`src/rtl/fracn_pkg.sv`:
```
package fracn_pkg;
  localparam int FRAC_W = 5;

  // F legal for fractionality 2^code: low (FRAC_W-code) bits must be zero
  function automatic logic frac_ok(input logic [FRAC_W-1:0] f, input logic [2:0] code);
    logic [FRAC_W-1:0] mask;
    if (code > 3'd5) return 1'b0;
    mask = {FRAC_W{1'b1}} >> code;
    return (f & mask) == '0;
  endfunction
endpackage

```
`src/rtl/fracn_cfg_check.sv`:
```
module fracn_cfg_check #(
  parameter int M_W   = 10,
  parameter int A_W   = 6,
  parameter int R_W   = 10,
  parameter int P_LO  = 32,
  parameter int R_MIN = 3,
  parameter int R_MAX = 511
) (
  input  logic [M_W-1:0]               m,
  input  logic [A_W-1:0]               a,
  input  logic [fracn_pkg::FRAC_W-1:0] f,
  input  logic [R_W-1:0]               r,
  input  logic [2:0]                   mf,
  output logic                         bad
);
  logic [M_W-1:0] a_ext;
  logic r_bad, m_bad, f_bad;

  always_comb begin
    a_ext = M_W'(a);
    r_bad = (r < R_W'(R_MIN)) || (r > R_W'(R_MAX));
    f_bad = !fracn_pkg::frac_ok(f, mf);
    m_bad = (m == '0) || (a_ext > m) || (a >= A_W'(P_LO)) ||
            ((a_ext == m) && (f != '0));
    bad   = r_bad || f_bad || m_bad;
  end
endmodule

```
`src/rtl/fracn_ref_div.sv`:
```
module fracn_ref_div #(
  parameter int R_W = 10
) (
  input  logic           clk,
  input  logic           rst,
  input  logic           tick,
  input  logic           ld,
  input  logic [R_W-1:0] r_new,
  output logic           out
);
  logic [R_W-1:0] r_pend, r_act, cnt;
  logic           pend, run;

  always_ff @(posedge clk) begin
    if (rst) begin
      r_pend <= '0;
      r_act  <= '0;
      cnt    <= '0;
      pend   <= 1'b0;
      run    <= 1'b0;
      out    <= 1'b0;
    end else begin
      out <= 1'b0;
      if (tick) begin
        if (cnt == '0) begin
          if (pend) begin
            r_act <= r_pend;
            cnt   <= r_pend - 1'b1;
            run   <= 1'b1;
            pend  <= 1'b0;
          end else if (run) begin
            cnt <= r_act - 1'b1;
          end
          out <= run;
        end else begin
          cnt <= cnt - 1'b1;
        end
      end
      if (ld) begin
        r_pend <= r_new;
        pend   <= 1'b1;
      end
    end
  end

  // pulse only follows a reference tick
  assert_ref_src_R2: assert property (@(posedge clk) disable iff (rst)
    out |-> $past(tick));
  // single-clock pulse when ticks are spaced
  assert_ref_width_R2: assert property (@(posedge clk) disable iff (rst)
    (out && !tick) |=> !out);
endmodule

```
`src/rtl/fracn_main_div.sv`:
```
module fracn_main_div #(
  parameter int M_W = 10,
  parameter int A_W = 6
) (
  input  logic                         clk,
  input  logic                         rst,
  input  logic                         tick,
  input  logic                         ld,
  input  logic [M_W-1:0]               m_new,
  input  logic [A_W-1:0]               a_new,
  input  logic [fracn_pkg::FRAC_W-1:0] f_new,
  output logic                         mod_hi,
  output logic                         out
);
  localparam int FW = fracn_pkg::FRAC_W;

  logic [M_W-1:0] m_pend, m_act, sel_m, pcnt, pcnt_inc;
  logic [A_W-1:0] a_pend, a_act, sel_a;
  logic [FW-1:0]  f_pend, f_act, sel_f, acc;
  logic [FW:0]    acc_sum;
  logic [A_W:0]   swal, swal_nxt;
  logic           pend, run, last;

  always_comb begin
    sel_m    = pend ? m_pend : m_act;
    sel_a    = pend ? a_pend : a_act;
    sel_f    = pend ? f_pend : f_act;
    acc_sum  = {1'b0, acc} + {1'b0, sel_f};
    swal_nxt = {1'b0, sel_a} + {{A_W{1'b0}}, acc_sum[FW]};
    pcnt_inc = pcnt + 1'b1;
    last     = !run || (pcnt == m_act - 1'b1);
  end

  always_ff @(posedge clk) begin
    if (rst) begin
      m_pend <= '0; a_pend <= '0; f_pend <= '0; pend <= 1'b0;
      m_act  <= '0; a_act  <= '0; f_act  <= '0;
      pcnt   <= '0; swal   <= '0; acc    <= '0;
      run    <= 1'b0; mod_hi <= 1'b0; out <= 1'b0;
    end else begin
      out <= 1'b0;
      if (tick) begin
        if (last) begin
          if (pend || run) begin
            acc    <= acc_sum[FW-1:0];
            swal   <= swal_nxt;
            mod_hi <= (swal_nxt != '0);
            pcnt   <= '0;
            run    <= 1'b1;
            out    <= run;
            m_act  <= sel_m;
            a_act  <= sel_a;
            f_act  <= sel_f;
            pend   <= 1'b0;
          end
        end else begin
          pcnt   <= pcnt_inc;
          mod_hi <= (pcnt_inc < M_W'(swal));
        end
      end
      if (ld) begin
        m_pend <= m_new;
        a_pend <= a_new;
        f_pend <= f_new;
        pend   <= 1'b1;
      end
    end
  end

  // modulus select only moves on a prescaler tick
  assert_mod_on_tick_R6: assert property (@(posedge clk) disable iff (rst)
    !tick |=> $stable(mod_hi));
  // divided pulse only follows a prescaler tick
  assert_main_src_R6: assert property (@(posedge clk) disable iff (rst)
    out |-> $past(tick));
  // swallow count with carry never exceeds the cycle length
  assert_swallow_bound_R7: assert property (@(posedge clk) disable iff (rst)
    run |-> (M_W'(swal) <= m_act));
endmodule

```
`src/rtl/fracn_divider.sv`:
```
module fracn_divider #(
  parameter  int PRE_LOG2 = 5,
  parameter  int M_W      = 10,
  parameter  int R_W      = 10,
  localparam int A_W      = PRE_LOG2 + 1
) (
  input  logic                         clk,
  input  logic                         rst,
  input  logic                         pre_tick,
  input  logic                         ref_tick,
  input  logic [M_W-1:0]               m_in,
  input  logic [A_W-1:0]               a_in,
  input  logic [fracn_pkg::FRAC_W-1:0] f_in,
  input  logic [R_W-1:0]               r_in,
  input  logic [2:0]                   mf_in,
  input  logic                         load,
  output logic                         mod_ctl,
  output logic                         main_out,
  output logic                         ref_out,
  output logic                         cfg_err
);
  localparam int P_LO  = 1 << PRE_LOG2;
  localparam int R_MIN = 3;
  localparam int R_MAX = 511;

  logic bad, ld_ok;

  fracn_cfg_check #(.M_W(M_W), .A_W(A_W), .R_W(R_W), .P_LO(P_LO),
                    .R_MIN(R_MIN), .R_MAX(R_MAX)) u_check (
    .m(m_in), .a(a_in), .f(f_in), .r(r_in), .mf(mf_in), .bad(bad));

  assign ld_ok = load && !bad;

  always_ff @(posedge clk) begin
    if (rst)       cfg_err <= 1'b0;
    else if (load) cfg_err <= bad;
  end

  fracn_main_div #(.M_W(M_W), .A_W(A_W)) u_main (
    .clk(clk), .rst(rst), .tick(pre_tick), .ld(ld_ok),
    .m_new(m_in), .a_new(a_in), .f_new(f_in),
    .mod_hi(mod_ctl), .out(main_out));

  fracn_ref_div #(.R_W(R_W)) u_ref (
    .clk(clk), .rst(rst), .tick(ref_tick), .ld(ld_ok),
    .r_new(r_in), .out(ref_out));

  assert_low_r_flags_R3: assert property (@(posedge clk) disable iff (rst)
    (load && (r_in < R_W'(R_MIN))) |=> cfg_err);
  assert_bad_code_flags_R4: assert property (@(posedge clk) disable iff (rst)
    (load && (mf_in > 3'd5)) |=> cfg_err);
  assert_zero_m_flags_R5: assert property (@(posedge clk) disable iff (rst)
    (load && (m_in == '0)) |=> cfg_err);
  assert_err_holds_R9: assert property (@(posedge clk) disable iff (rst)
    !load |=> $stable(cfg_err));
endmodule

```
`config.mk`:
```
export PLATFORM = sky130hd
export DESIGN_NAME = fracn_divider
export DESIGN_NICKNAME = d
export VERILOG_FILES = /design/src/rtl/fracn_pkg.sv /design/src/rtl/fracn_cfg_check.sv /design/src/rtl/fracn_ref_div.sv /design/src/rtl/fracn_main_div.sv /design/src/rtl/fracn_divider.sv
export SDC_FILE = /design/constraint.sdc
export NUM_CORES = 1
export LEC_CHECK = 0
export BUFFER_PORTS_ARGS = -buffer_cell sky130_fd_sc_hd__buf_2
export CORE_ASPECT_RATIO = 0.8
export CORE_MARGIN = 8
export CORE_UTILIZATION = 25
export DETAILED_ROUTE_END_ITERATION = 7
export GPL_ROUTABILITY_DRIVEN = 0
export HOLD_SLACK_MARGIN = 0.1
export MAX_ROUTING_LAYER = met4
export PLACE_DENSITY = 0.51
export SYNTH_ARGS = -nofsm -noshare
export SYNTH_HDL_FRONTEND = slang
export SYNTH_SLANG_ARGS = --single-unit
```
`constraint.sdc`:
```
create_clock -name clk -period 3.91 [get_ports clk]
set_clock_uncertainty 0.15 [all_clocks]
set_input_delay 0.782 -clock clk [delete_from_list [all_inputs] [get_ports clk]]
set_output_delay 0.782 -clock clk [all_outputs]
set_load 0.03 [all_outputs]
```
==> out/results.txt, run 1 <==
fraction of registers with async set/reset - 0%
P&R area growth vs syn - 15.26%
Lkg Pwr - 2.628 nW
TritonCTS clock tree - done
max-cap violation count - 0
final hold vios - 0
commonest non-fill, non-tap cell in the layout - dfxtp_1
CTS Hold Bufs - 0
Yosys warnings - 0
flop-to-flop setup slack - 0.67 ns
Flop pwr share - 44.2%
largest net degree at the start of global routing - 67
io pins - 43
setup TNS - 0 ns
vias in the first global route - 4104
Routed Antenna Nets - 0
flip-flop and latch area - 0.002042 mm^2
Switching Share - 31.28%
Int Power - 0.001770 W
share of layout cells above drive strength 1 - 13.74%
top cell type by total area after synthesis - dfxtp_1
# placed instances - 914
wire length per cell after detailed routing - 13.88 um
Iter 0 DRT Violations - 286
FMAX - 308.8 MHz
Synth cell types - 55
period utilization - 82.81%
Ant. Diodes - 0
CP endpoint kind - flop
global-route wire length before repair - 21.40 mm
flops & latches, synth - 102
Synth Area per Inst - 8.728 um^2
Root Driver - clkbuf_16
final hold slack - 0.3126 ns
drt pass-1 iters - 4
post-CTS setup buffers - 0
# rows - 48
CTS Buffer Depth - 2
placed instance area - 0.005943 mm^2
Seq/Total Area, Yosys - 37.80%
area fraction of the dominant cell type after synthesis - 37.80%
initial antenna violation count - 0
Nets - 712
Final Critical Period - 3.238 ns
post-layout util - 29.13%
Critical Path, Cell by Cell - ha_1 > nand3_1 > inv_1 > nand3_1 > xnor2_1 > ha_1 > a2111oi_0 > o21ai_0 > a311oi_1 > a21oi_1 > o21ba_1
drt via density - 4.631
core box area - 0.02138 mm^2
Syn Std Cell Area - 0.005403 mm^2
wirelength, routed - 12.91 mm
fin area - 0.006227 mm^2
CP Launch Type - flop
Initial Utilization - 25.27%
CTS clk-pin slew, worst paths - 0.07 ns
total CTS buffers - 9
most frequent cells in the layout - 102 x dfxtp_1, 99 x nor2_1, 79 x mux2i_1
total track usage - 10.10%
ranking of synthesized cells by area - dfxtp_1 38%, mux2i_1 15%, nor2_1 6.9%
Post-Synthesis Cells - 619
switching power - 0.0008055 W
slowest CP cell - dfxtp_1
crit path kind - flop to flop
combinational group share of total power - 22.7%
Fillers - 2282
CTS sink cnt - 102
Slew Limit Fails - 0
post_cts resized - 0
PD cells - 413.6 mW/mm^2
IO Port Bufs - 42
Post-Layout Cell Count - 930
required time worst endpoint - 4.05 ns
CP Max Fanout - 6
final setup fails - 0
CTS H-tree lvls - 3
run status - completed
dpl hpwl - 9.600 mm
Peak supply drop - 0.0002112 V
ys flop type - dfxtp_1
die area - 0.02660 mm^2
CP peak stage delay - 0.47 ns
Worst Tran Pin Value - 0.7328 ns
Die H - 147.5 um
Post-Syn Nets - 681
critical path data arrival time - 3.38 ns
via count - 4307
residual overflow from global routing - 0
Clk Latency, worst-skew pair - 0.35 ns
RSZ-0062 raised after global routing - no
HP Class - flop to flop
Max-slew headroom - 51.01%
Post-synth EDFFs - 0
Die X - 180.4 um
post-route DRC violation count - 0
Clk pwr share - 33.1%
Multi-input gate area - 0.003164 mm^2
==> cell type report <==
cell class	count	share of cell area (%)
Clock inverter	6	0.7233
Inverter	22	1.326
Clock buffer	10	3.838
Timing Repair Buffer	55	4.983
Multi-Input combinational cell	460	50.81
Tap cell	275	5.525
Sequential cell	102	32.79
==> path summary, 6_finish.rpt <==
check,from,to,cells after the start
setup / recovery,u_main.pcnt[0],u_main.mod_hi,11
hold / removal,cfg_err,cfg_err,1
setup reg to reg,u_main.pcnt[0],u_main.mod_hi,11
hold reg to reg,cfg_err,cfg_err,1
==> per-stage QoR <==
stage                     worst slack [ns]  total power (W)
after CTS                           0.6951         0.002601
after global routing                0.3275         0.002740
after detailed placement            0.7045         0.001737
after floorplan                     0.3966         0.001589
after global placement              0.6732         0.001746
final                               0.6720         0.002576
==> state kept, by name (all words and copies together), names as in the netlist, 5 cells and up <==
signal and count:
u_main.f_act 5, u_ref.r_pend 10, u_main.a_pend 6, u_main.pcnt 10
u_ref.cnt 10, u_ref.r_act 10, u_main.acc 5, u_main.m_act 10
u_main.m_pend 10, u_main.f_pend 5, u_main.swal 7, u_main.a_act 6
==> cell families (layout without fill, tap and decap cells) <==
family | after synthesis | after routing | synth area share, %
mux | 92 | 92 | 17.35
compound gates | 84 | 84 | 10.12
simple gates | 227 | 227 | 19.78
xor+xnor | 34 | 34 | 5.512
flops | 102 | 102 | 37.80
buf+inv | 57 | 93 | 3.983
fa+ha+maj | 23 | 23 | 5.465
==> synth_stat cells, drive strengths merged (5+ instances only) <==
cell / n
mux2i: 79
nand2b: 6
nand2: 40
nand3: 18
xnor2: 21
nor4: 10
o211ai: 5
o21ai: 14
and2: 5
mux2: 13
buf: 6
nand4: 7
nor2: 99
inv: 22
dfxtp: 102
clkbuf: 29
a21oi: 31
nor2b: 5
xor2: 13
nor3: 17
ha: 22
a31oi: 6
==> critical path: cells and delay by family, from the launching register on <==
| kind | cells | cell delay, ns |
|---|---|---|
| AO/OA/AOI/OAI | 5 | 1.27 |
| XOR/XNOR | 1 | 0.22 |
| buffers and inverters | 1 | 0.10 |
| flip-flops | 1 | 0.47 |
| AND/OR/NAND/NOR | 2 | 0.39 |
| adder cells (fa/ha/maj) | 2 | 0.58 |
==> layer usage <==
metal	wire length [um]	GRT usage, %	vias to the layer above
met5	0	-	-
met4	162	3.383	0
met3	474	2.060	12
met2	5272	14.07	78
met1	6996	14.23	1970
li1	-	-	2247
==> power by group through the flow <==
stage | sequential, W | clock (W) | combinational [W]
floorplan | 0.00115 | 0 | 0.000441
global placement | 0.00116 | 0 | 0.000584
detailed placement | 0.00116 | 0 | 0.000577
CTS | 0.00114 | 0.000885 | 0.000579
global route | 0.00115 | 0.000932 | 0.000663
finish | 0.00114 | 0.000853 | 0.000585
No activity file was read; power rests on OpenSTA's default activity.
==> run 2: changes to the inputs <==
--- a/config.mk
+++ b/config.mk
@@ -5,6 +5,7 @@
 export SDC_FILE = /design/constraint.sdc
 export NUM_CORES = 1
 export LEC_CHECK = 0
+export ABC_AREA = 1
 export BUFFER_PORTS_ARGS = -buffer_cell sky130_fd_sc_hd__buf_2
 export CORE_ASPECT_RATIO = 0.8
 export CORE_MARGIN = 8
@@ -13,7 +14,7 @@
 export GPL_ROUTABILITY_DRIVEN = 0
 export HOLD_SLACK_MARGIN = 0.1
 export MAX_ROUTING_LAYER = met4
-export PLACE_DENSITY = 0.51
+export PLACE_DENSITY = 0.52
 export SYNTH_ARGS = -nofsm -noshare
 export SYNTH_HDL_FRONTEND = slang
 export SYNTH_SLANG_ARGS = --single-unit
==> constraint.sdc (replaced) <==
create_clock -name clk -period 2.76 [get_ports clk]
set_clock_uncertainty 0.15 [all_clocks]
set_input_delay 0.552 -clock clk [delete_from_list [all_inputs] [get_ports clk]]
set_output_delay 0.552 -clock clk [all_outputs]
set_load 0.03 [all_outputs]
==> out/results.txt, run 2 <==
Synth cell types - 41
dpl hpwl - 10.63 mm
largest family of logic cells by synthesized area - simple AND/OR/NAND/NOR gates
hold worst-path end - cfg_err
Iter 0 DRT Violations - 260
Initial Utilization - 25.53%
slowest CP cell - dfxtp_4
Ant. Diodes - 0
Post-Synth XOR/XNOR Area - 2.690%
CP Max Fanout - 4
worst reg2reg startpoint - u_main.pend
Compound-Gate Fraction of Synth Area - 9.968%
ys flop type - dfxtp_1
drt pass-1 iters - 4
Multi-input gate area - 0.003049 mm^2
CP Launch Type - flop
die area - 0.02719 mm^2
Worst Tran Pin Value - 0.5471 ns
Synth Area in Adders - 5.335%
io pins - 43
wire length per cell after detailed routing - 12.10 um
largest net degree at the start of global routing - 62
switching power - 0.001019 W
multiplexer share of the synthesized area - 0%
Nets - 935
top cell type by total area after synthesis - dfxtp_1
Routed Antenna Nets - 0
CTS Hold Bufs - 0
CTS Buffer Depth - 2
WHS Path Cells - 3
total CTS buffers - 9
Yosys warnings - 0
Lkg Pwr - 3.000 nW
Slew Limit Fails - 0
most frequent cells in the layout - 197 x nand2_1, 110 x nor2_1, 101 x dfxtp_1
total track usage - 11.03%
area fraction of the dominant cell type after synthesis - 36.89%
most common cell in the netlist - nand2_1
Die X - 182.4 um
Post-synth EDFFs - 0
flops & latches, synth - 102
Peak supply drop - 0.0002683 V
Hold Path Origin - load
Die H - 149.1 um
RSZ-0062 raised after global routing - yes
Critical Path, Cell by Cell - inv_4 > nand2_2 > nand2_2 > ha_4 > a21oi_2 > inv_2 > a31oi_4 > o21ai_1 > a21o_1 > ha_4 > ha_4 > xor2_2 > nand2_1 > nor2_1 > nand2_1 > nor2_1 > nand2_1 > nand3_1 > a21oi_1
combinational group share of total power - 16.2%
CTS sink cnt - 102
max-cap violation count - 0
Synth Area per Inst - 6.677 um^2
Post-Layout Cell Count - 1178
Seq/Total Area, Yosys - 36.89%
vias in the first global route - 4908
Post-Syn Nets - 891
Root Driver - clkbuf_16
CTS H-tree lvls - 3
initial antenna violation count - 0
fraction of registers with async set/reset - 0%
Final Critical Period - 2.716 ns
flip-flop and latch area - 0.002046 mm^2
required time worst endpoint - 2.85 ns
Fillers - 2423
global-route wire length before repair - 24.05 mm
final hold vios - 0
fin worst setup slack - 0.04418 ns
Post-Synthesis Cells - 829
Int Power - 0.002362 W
period utilization - 98.40%
Clk Latency, worst-skew pair - 0.35 ns
run status - completed
post-route DRC violation count - 0
crit path kind - flop to flop
Syn Std Cell Area - 0.005535 mm^2
CP peak stage delay - 0.37 ns
Pwr Total - 0.003381 W
P&R area growth vs syn - 19.24%
setup TNS - 0 ns
Commonest cells post-synth - 201 x nand2_1, 111 x nor2_1, 102 x dfxtp_1
DP Worst Slack - -0.03929 ns
drt via density - 4.396
commonest non-fill, non-tap cell in the layout - nand2_1
PD cells - 512.3 mW/mm^2
residual overflow from global routing - 0
simple-gate share of the synthesized area - 35.49%
Flop pwr share - 46.2%
wirelength, routed - 14.26 mm
Max-slew headroom - 63.14%
IO Port Bufs - 42
TritonCTS clock tree - done
CP bufs+invs - 2
Switching Share - 30.15%
CTS clk-pin slew, worst paths - 0.08 ns
cell count of the worst reg-to-reg path - 19
critical path data arrival time - 2.80 ns
share of layout cells above drive strength 1 - 13.90%
HP Class - input pin to flop
# placed instances - 1158
Worst R2R End - u_main.mod_hi
ranking of synthesized cells by area - dfxtp_1 37%, nand2_1 14%, nor2_1 7.5%
delay-heaviest family, CP - compound AO/OA/AOI/OAI gates
via count - 5178
flop-to-flop setup slack - 0.04 ns
final setup fails - 0
CP endpoint kind - flop
Clk pwr share - 37.6%
core box area - 0.02168 mm^2
FMAX - 368.2 MHz
# rows - 48
Worst path depth - 19
==> run 2: changes by cell type after synthesis, sizes merged, moves of 28 or more <==
cell and delta:
mux2i -79, nand2 +166, inv +68, nand4 +28
nand3 +63, o21ai +47
==> run 2: timing repair <==
item                       4_1_cts  5_1_grt
cloned                           0        0
pin swaps                        0       12
setup endpoints to repair        1        2
resized for setup                2       16
hold endpoints to repair         0        0
setup buffers                    2        2
==> run 2: power by group through the flow <==
| stage | registers, W | logic [W] | clock network, W |
|---|---|---|---|
| 2_1_floorplan | 0.00159 | 0.000390 | 0 |
| 3_3_place_gp | 0.00159 | 0.000538 | 0 |
| 3_5_place_dp | 0.00160 | 0.000540 | 0 |
| 4_1_cts | 0.00156 | 0.000545 | 0.00131 |
| 5_1_grt | 0.00157 | 0.000631 | 0.00137 |
| 6_report | 0.00156 | 0.000548 | 0.00127 |
==> run 2: cells by family after synthesis <==
logic type / count (synthesis)
adder cells (fa/ha/maj): 23
XOR/XNOR: 17
flip-flops: 102
buffers and inverters: 130
AND/OR/NAND/NOR: 453
AO/OA/AOI/OAI: 104
==> run 2: through the flow <==
| step | hold slack, ns | utilization, % | area [um^2] |
|---|---|---|---|
| 3_3_place_gp | 0.2974 | 28.58 | 6197 |
| 5_1_grt | 0.3075 | 30.44 | 6600 |
| 3_5_place_dp | 0.3079 | 28.58 | 6197 |
| 2_1_floorplan | 0.2655 | - | 5563 |
| 6_report | 0.2842 | 30.44 | 6600 |
| 4_1_cts | 0.2744 | 30.04 | 6513 |
==> run 2: worst min-delay path: stages <==
cell    delay (ns)
buf_2         0.09
nor2_1        0.04
nor2_1        0.08
==> run 2: final cells by class <==
| type | instances | area share, % |
|---|---|---|
| multi-input cells | 597 | 46.20 |
| clock buffers | 9 | 3.412 |
| flip-flops and latches | 102 | 31.00 |
| well taps | 300 | 5.687 |
| clock inverters | 7 | 1.062 |
| repair buffers | 70 | 7.242 |
| inverters | 93 | 5.403 |
==> run 2: worst max-delay path by stage <==
stage                           start            end  slack, ns
final                     u_main.pend  u_main.mod_hi       0.04
after global routing      u_main.pend  u_main.mod_hi      -0.12
after global placement    u_main.pend  u_main.mod_hi       0.02
after floorplan           u_main.pend  u_main.mod_hi      0.003
after detailed placement  u_main.pend  u_main.mod_hi      -0.04
after CTS                 u_main.pend  u_main.mod_hi       0.01
==> run 2: metal layers <==
layer / track usage (%) / vias up / wire [um] / part of all wire (%)
li1: - / 2783 / - / -
met1: 16.15 / 2298 / 8211 / 58
met2: 15.25 / 89 / 5494 / 39
met3: 2.337 / 8 / 452 / 3.2
met4: 2.046 / 0 / 99 / 0.69
met5: - / - / 0 / 0
==> run 3: changes to the inputs <==
--- a/config.mk
+++ b/config.mk
@@ -14,7 +14,7 @@
 export GPL_ROUTABILITY_DRIVEN = 0
 export HOLD_SLACK_MARGIN = 0.1
 export MAX_ROUTING_LAYER = met4
-export PLACE_DENSITY = 0.52
+export PLACE_DENSITY = 0.51
 export SYNTH_ARGS = -nofsm -noshare
 export SYNTH_HDL_FRONTEND = slang
 export SYNTH_SLANG_ARGS = --single-unit
==> constraint.sdc (replaced) <==
create_clock -name clk -period 3.2 [get_ports clk]
set_clock_uncertainty 0.15 [all_clocks]
set_input_delay 0.64 -clock clk [delete_from_list [all_inputs] [get_ports clk]]
set_output_delay 0.64 -clock clk [all_outputs]
set_load 0.03 [all_outputs]
==> out/results.txt, run 3 (same netlist as run 2, synthesis figures left out) <==
Final Critical Period - 2.941 ns
drt pass-1 iters - 4
total CTS buffers - 9
post-layout util - 29.52%
CP Max Fanout - 7
cell count of the worst reg-to-reg path - 19
Die X - 182.4 um
final setup fails - 0
Die H - 149.1 um
Nets - 920
Slew Limit Fails - 0
worst reg2reg startpoint - u_main.pend
P&R area growth vs syn - 15.64%
Hold Path Origin - u_main.a_pend[5]
crit path kind - flop to flop
RSZ-0062 raised after global routing - no
critical path data arrival time - 3.02 ns
Fillers - 2442
wirelength, routed - 14.07 mm
dpl hpwl - 10.52 mm
Lkg Pwr - 2.938 nW
placed instance area - 0.006060 mm^2
most frequent cells in the layout - 201 x nand2_1, 110 x nor2_1, 101 x dfxtp_1
max-cap violation count - 0
flop-to-flop setup slack - 0.26 ns
post-route DRC violation count - 0
final hold vios - 0
Peak supply drop - 0.0002417 V
CP Launch Type - flop
TritonCTS clock tree - done
die area - 0.02719 mm^2
Worst Tran Pin Value - 0.5826 ns
wire length per cell after detailed routing - 12.10 um
Root Driver - clkbuf_16
DP Worst Slack - 0.1348 ns
# rows - 48
setup TNS - 0 ns
drt via density - 4.353
fin worst setup slack - 0.2588 ns
FMAX - 340.0 MHz
total track usage - 11.06%
Ant. Diodes - 0
CTS H-tree lvls - 3
core box area - 0.02168 mm^2
CTS sink cnt - 102
CP startpoint - u_main.pend
CTS Buffer Depth - 2
Routed Antenna Nets - 0
share of layout cells above drive strength 1 - 11.01%
HP Class - flop to flop
Initial Utilization - 25.53%
flip-flop and latch area - 0.002043 mm^2
vias in the first global route - 4844
global-route wire length before repair - 24.25 mm
Iter 0 DRT Violations - 283
hold worst-path end - u_main.a_pend[5]
fin area - 0.006401 mm^2
io pins - 43
Clk Latency, worst-skew pair - 0.35 ns
residual overflow from global routing - 0
WHS Path Cells - 2
run status - completed
period utilization - 91.91%
required time worst endpoint - 3.28 ns
CP endpoint kind - flop
largest net degree at the start of global routing - 39
initial antenna violation count - 0
Max-slew headroom - 61.10%
IO Port Bufs - 42
via count - 5063
Multi-input gate area - 0.002982 mm^2
CTS clk-pin slew, worst paths - 0.08 ns
Worst R2R End - u_main.mod_hi
PD cells - 463.4 mW/mm^2
commonest non-fill, non-tap cell in the layout - nand2_1
-- run 3: cell types whose count changed in the layout (fill, tap and decap cells not counted), sizes merged --
cell      before  now
clkinvlp       2    0
inv           93   94
bufinv         0    1
buf           70   55
-- run 3: power breakdown --
part           leakage [nW]  switching, W  total [W]  internal [W]
clock                 0.155      0.000538    0.00116      0.000625
combinational          1.96      0.000293   0.000456      0.000162
sequential            0.826     0.0000296    0.00135       0.00132
total                  2.94      0.000861    0.00297       0.00211
-- run 3: worst max-delay path by stage --
stage               endpoint  slack (ns)  cells past startpoint
6_report       u_main.mod_hi        0.26                     19
5_1_grt        u_main.mod_hi        0.03                     19
4_1_cts        u_main.mod_hi        0.12                     19
3_5_place_dp   u_main.mod_hi        0.13                     19
3_3_place_gp   u_main.mod_hi        0.21                     19
2_1_floorplan  u_main.mod_hi        0.25                     20
-- run 3: cell type report --
type	instances	share of cell area, %
Sequential cell	102	31.92
Timing Repair Buffer	55	5.199
Multi-Input combinational cell	597	46.58
Inverter	93	5.532
Clock inverter	7	1.388
Clock buffer	9	3.518
Tap cell	300	5.864
-- run 3: critical path: stages (launching register included) --
cell and delay (ns):
dfxtp_2 0.35, inv_2 0.10, nand2_1 0.06, nand2_1 0.12, ha_4 0.23, a21oi_1 0.14
inv_1 0.06, a31oi_2 0.17, o21ai_0 0.13, a21o_1 0.18, ha_1 0.19, ha_1 0.22
xor2_1 0.21, nand2_1 0.08, nor2_1 0.10, nand2_1 0.06, nor2_1 0.10, nand2_1 0.06
nand3_1 0.06, a21oi_1 0.06
-- run 3: routing by layer --
metal  vias up  routed length, um  GRT usage [%]
met2        80               5309          14.76
met5         -                  0              -
met1      2237               8235          16.61
li1       2740                  -              -
met4         0                 91          1.964
met3         6                430          2.361
-- run 3: stage by stage --
stage / power [W] / hold WS (ns) / cells
2_1_floorplan: 0.001705 / 0.2655 / 829
5_1_grt: 0.003141 / 0.3279 / 1163
4_1_cts: 0.003007 / 0.3063 / 1162
6_report: 0.002966 / 0.2988 / 1163
3_3_place_gp: 0.001828 / 0.2810 / 1146
3_5_place_dp: 0.001829 / 0.2953 / 1146
-- run 3: what timing repair did --
| item | CTS | global route |
|---|---|---|
| endpoints found under the setup margin | 0 | 1 |
| setup buffers | 0 | 1 |
| hold buffers | 0 | 0 |
| resized for setup | 0 | 3 |
